`config.mk`:
```
export PLATFORM = sky130hd
export DESIGN_NAME = mdec_top
export DESIGN_NICKNAME = d
export VERILOG_FILES = /design/src/rtl/mdec_pkg.sv /design/src/rtl/mdec_control.sv /design/src/rtl/mdec_datapath.sv /design/src/rtl/mdec_top.sv
export SDC_FILE = /design/constraint.sdc
export NUM_CORES = 1
export LEC_CHECK = 0
export ABC_AREA = 1
export BUFFER_PORTS_ARGS = -buffer_cell sky130_fd_sc_hd__buf_2
export CORE_AREA = 2 2 39 41
export DETAILED_ROUTE_END_ITERATION = 8
export DIE_AREA = 0 0 41 43
export PLACE_DENSITY = 0.51
export SYNTH_ARGS = -nofsm -noshare
export SYNTH_HDL_FRONTEND = slang
export SYNTH_HIERARCHICAL = 1
export SYNTH_SLANG_ARGS = --single-unit
```
`constraint.sdc`:
```
create_clock -name clk -period 2.4 [get_ports clk]
set_input_delay 0.48 -clock clk [delete_from_list [all_inputs] [get_ports clk]]
set_output_delay 0.48 -clock clk [all_outputs]
set_load 0.02 [all_outputs]
```
`src/rtl/mdec_pkg.sv`:
```
package mdec_pkg;

  // Strobes sent from the timing control to the datapath
  typedef struct packed {
    logic capture;   // window expired: store the synchronised line level
  } mdecStrobesT;

endpackage

```
`src/rtl/mdec_control.sv`:
```
module mdec_control
  import mdec_pkg::*;
#(
  parameter int DELAY = 12
) (
  input  logic        clk,
  input  logic        rst,
  input  logic        lineEdge,
  output mdecStrobesT strobes
);

  localparam int CNT_W = (DELAY > 1) ? $clog2(DELAY) : 1;
  localparam logic [CNT_W-1:0] CNT_LOAD = CNT_W'(DELAY - 1);

  logic             windowOpen;
  logic [CNT_W-1:0] windowCnt;
  logic             windowDone;

  // The window closes in the cycle where the count has reached zero
  assign windowDone = windowOpen && (windowCnt == '0);

  always_ff @(posedge clk) begin
    if (rst) begin
      windowOpen <= 1'b0;
      windowCnt  <= '0;
    end else if (!windowOpen) begin
      if (lineEdge) begin
        windowOpen <= 1'b1;
        windowCnt  <= CNT_LOAD;
      end
    end else if (windowDone) begin
      // Edges that arrive in the closing cycle are dropped as well
      windowOpen <= 1'b0;
    end else begin
      windowCnt <= windowCnt - 1'b1;
    end
  end

  always_comb begin
    strobes         = '0;
    strobes.capture = windowDone;
  end

endmodule

```
`src/rtl/mdec_datapath.sv`:
```
module mdec_datapath
  import mdec_pkg::*;
#(
  parameter int SYNC_STAGES = 2
) (
  input  logic        clk,
  input  logic        rst,
  input  logic        lineIn,
  input  mdecStrobesT strobes,
  output logic        lineEdge,
  output logic        nrzOut,
  output logic        recClk,
  output logic        dataValid
);

  logic [SYNC_STAGES-1:0] syncQ;
  logic                   lineSync;
  logic                   linePrev;
  logic                   nrzQ;
  logic                   validQ;

  // Synchroniser chain for the asynchronous line
  for (genvar g = 0; g < SYNC_STAGES; g++) begin : gen_sync
    if (g == 0) begin : gen_first
      always_ff @(posedge clk) begin
        if (rst) syncQ[0] <= 1'b0;
        else     syncQ[0] <= lineIn;
      end
    end else begin : gen_next
      always_ff @(posedge clk) begin
        if (rst) syncQ[g] <= 1'b0;
        else     syncQ[g] <= syncQ[g-1];
      end
    end
  end

  assign lineSync = syncQ[SYNC_STAGES-1];

  always_ff @(posedge clk) begin
    if (rst) linePrev <= 1'b0;
    else     linePrev <= lineSync;
  end

  assign lineEdge = lineSync ^ linePrev;

  // Capture register and its strobe
  always_ff @(posedge clk) begin
    if (rst) begin
      nrzQ   <= 1'b0;
      validQ <= 1'b0;
    end else begin
      validQ <= strobes.capture;
      if (strobes.capture) nrzQ <= lineSync;
    end
  end

  assign nrzOut    = nrzQ;
  assign dataValid = validQ;
  assign recClk    = lineSync ^ nrzQ;

endmodule

```
`src/rtl/mdec_top.sv`:
```
module mdec_top
  import mdec_pkg::*;
#(
  parameter int OVERSAMPLE  = 16,
  parameter int SYNC_STAGES = 2
) (
  input  logic clk,
  input  logic rst,
  input  logic lineIn,
  output logic nrzOut,
  output logic recClk,
  output logic dataValid
);

  localparam int DELAY = (3 * OVERSAMPLE) / 4;

  mdecStrobesT strobes;
  logic        lineEdge;

  mdec_control #(
    .DELAY(DELAY)
  ) u_control (
    .clk     (clk),
    .rst     (rst),
    .lineEdge(lineEdge),
    .strobes (strobes)
  );

  mdec_datapath #(
    .SYNC_STAGES(SYNC_STAGES)
  ) u_datapath (
    .clk      (clk),
    .rst      (rst),
    .lineIn   (lineIn),
    .strobes  (strobes),
    .lineEdge (lineEdge),
    .nrzOut   (nrzOut),
    .recClk   (recClk),
    .dataValid(dataValid)
  );

endmodule

```
==> metrics.md <==
| Metric | Value |
|---|---|
| CP max FO | 3 |
| Synth cell types | 13 |
| Initial antenna violation count | 0 |
| Core region area | 1380 um^2 |
| # rows | 14 |
| RSZ-0062 raised after global routing | no |
| CTS Buf Count | 3 |
| Vias in the first global route | 328 |
| FMAX | 689 MHz |
| Reg2Reg Setup Slack | 1.12 ns |
| Req. time, crit path | 1.92 ns |
| Post-CTS Setup Bufs | 0 |
| Final core occ | 0.379 |
| Syn Nets | 64 |
| Synth-to-Final Area Change | 18.4% |
| Clock slew at reported path FFs | 0.06 ns |
| Total GRT Usage | 0.104 |
| Reg-to-Reg End | u_control/windowCnt[3] |
| Port buffer count | 5 |
| Fraction of layout cells with a size suffix above 1 | 0.246 |
| Worst Hold End | u_datapath/lineSync |
| Worst Max-Slew Pin Slew | 0.214 ns |
| Final setup viols | 0 |
| Pre-Repair DR Iteration Count | 2 |
| Sw frac | 0.275 |
| WL final | 666 um |
| Via-to-Cell Ratio | 4.28 |
| Net Sw Power | 0.114 mW |
| Mapped Area | 443 um^2 |
| Global-route wire length before repair | 1210 um |
| N_diodes | 0 |
| # clock sinks | 10 |
| Post-cts sizing count | 0 |
| Max VDD drop | 405 uV |
| Initial cell density of the core | 0.320 |
| Min Tclk post-route | 1.45 ns |
| Fin Setup TNS | 0 ns |
| IO Count | 6 |
| R2R depth | 8 |
| WL per Instance | 7.84 um |
| Starting DRT DRC Count | 2 |
| CP Class | register to output pin |
| DIE AREA | 1760 um^2 |
| Cell count of the worst hold path | 2 |
| Total vias in the final route | 364 |
| Die Wd | 41 um |
| Post-DP HPWL | 517 um |
| Gate power share | 0.179 |
| Clock Power Share | 0.358 |
| YS warnings | 6 |
| Worst path cell trace | xor2_1, buf_2 |
| Fillers | 156 |
| Int Pwr | 0.301 mW |
| Power Dens Cells | 792 nW/um^2 |
| Syn Inst Count | 60 |
| Final Hold Viols | 0 |
| CTS tree | yes |
| Critical path capture point type | output pin |
| Rel. slew slack | 0.857 |
| GPL Wtd Cong | 0.741 |
| Drt drc | 0 |
| Max Slew Vio Count | 0 |
| Final worst slack | 0.948 ns |
| Post-cts hold buffer count | 0 |
| Max capacitance violation total | 0 |
| Sequential area share after synthesis | 0.452 |
| H-tree level count | 1 |
| Leakage | 0.270 nW |
| Clk Tree Root Cell | clkbuf_4 |
| Die Span Y | 43 um |
| Post-DRT Antenna Nets | 0 |
| Deepest clock path buffer count | 2 |
| Clock Skews | 0.00270 ns |
| Critical R2R Launch | u_control/windowCnt[0] |
| Seq cells post-synth | 10 |
| Critical path's slowest cell | dfxtp_1 |
| Total congestion overflow | 0 |
| Sequential Power Share | 0.463 |
| Pin count of the biggest net entering global routing | 9 |
| Pre-CTS setup slack | 1.10 ns |
| Startpoint Class | register |
| CP peak stage delay | 0.39 ns |
| Clock Latency Late Sink | 0.26 ns |
| Min-delay src | u_datapath/syncQ[0] |
| Tcrit/Tclk final | 0.605 |
| Worst hold-check path type | register to register |
| Avg Cell Area, Syn | 7.38 um^2 |
| CP Data Arrival Time | 0.97 ns |
| Status | finished clean |
| Net count, final | 74 |
-- Yosys cell counts --
master	n	area share
inv_1	9	0.076
nor2_2	2	0.028
nand2_1	15	0.13
xor2_1	3	0.059
dfxtp_1	10	0.45
clkinv_2	2	0.023
ha_1	1	0.028
a21oi_4	1	0.037
a21oi_1	2	0.023
nor2_1	7	0.059
nand2_2	1	0.014
nand3_1	5	0.056
inv_2	2	0.017
-- cell families after synthesis --
kind of cell | count (synthesis) | share of synthesized area
AO/OA/AOI/OAI | 3 | 0.0593
XOR/XNOR | 3 | 0.0593
adder cells (fa/ha/maj) | 1 | 0.0282
buffers and inverters | 13 | 0.116
flip-flops | 10 | 0.452
AND/OR/NAND/NOR | 30 | 0.285
-- critical path, delay by kind of cell, from the launching register on --
family	cells	cell delay, ns
flip-flops	1	0.39
XOR/XNOR	1	0.15
buffers and inverters	1	0.17
-- cell usage in the layout (no fill, tap or decap) --
cell,instances
buf_2,5
nor2_1,7
clkinv_2,2
clkbuf_8,1
a21oi_1,2
clkbuf_4,3
inv_1,9
nand2_1,15
nand2_2,1
xor2_1,3
nand3_1,5
ha_1,1
a21oi_4,1
inv_2,2
nor2_2,2
dfxtp_1,10
-- worst max path at each step --
stage                     cells past startpoint                    from                     end
after global routing                          2     u_datapath/lineSync                  recClk
after floorplan                               1       u_datapath/nrzOut                  recClk
after CTS                                     2     u_datapath/lineSync                  recClk
final                                         2     u_datapath/lineSync                  recClk
after detailed placement                      8  u_control/windowCnt[0]  u_control/windowCnt[0]
after global placement                        8  u_control/windowCnt[0]  u_control/windowCnt[3]
-- final cells by class --
class                   count  area [um^2]  area share
clock buffers               4         36.3      0.0692
inverters                  13         51.3      0.0979
multi-input cells          37          191       0.365
flip-flops and latches     10          200       0.382
well taps                  16         20.0      0.0382
repair buffers              5         25.0      0.0477
-- sequential cells by signal (all words and copies together), names as in the netlist --
register	count
u_control/windowCnt	4
u_control/windowOpen	1
u_datapath/dataValid	1
u_datapath/linePrev	1
u_datapath/lineSync	1
u_datapath/nrzOut	1
u_datapath/syncQ	1
-- power groups by stage --
stage	combinational, mW	sequential [mW]	clock, mW
floorplan	0.0580	0.196	0
global placement	0.0747	0.197	0
detailed placement	0.0752	0.197	0
CTS	0.0754	0.193	0.155
global route	0.0859	0.195	0.162
finish	0.0742	0.192	0.149
-- stage by stage --
| step | power [mW] | instances | area [um^2] | hold WS, ns |
|---|---|---|---|---|
| after floorplan | 0.254 | 60 | 443 | 0.388 |
| after global placement | 0.272 | 81 | 488 | 0.390 |
| after detailed placement | 0.272 | 81 | 488 | 0.394 |
| after CTS | 0.423 | 85 | 524 | 0.404 |
| after global routing | 0.443 | 85 | 524 | 0.414 |
| final | 0.415 | 85 | 524 | 0.404 |
-- metal layers --
layer | up-vias | wire, um | global-route usage
met5 | - | 0 | 0
met4 | 0 | 0 | 0.0400
met3 | 0 | 41 | 0.0785
met2 | 7 | 305 | 0.141
met1 | 163 | 320 | 0.122
li1 | 194 | - | -
(Power assumes the default switching activity.)
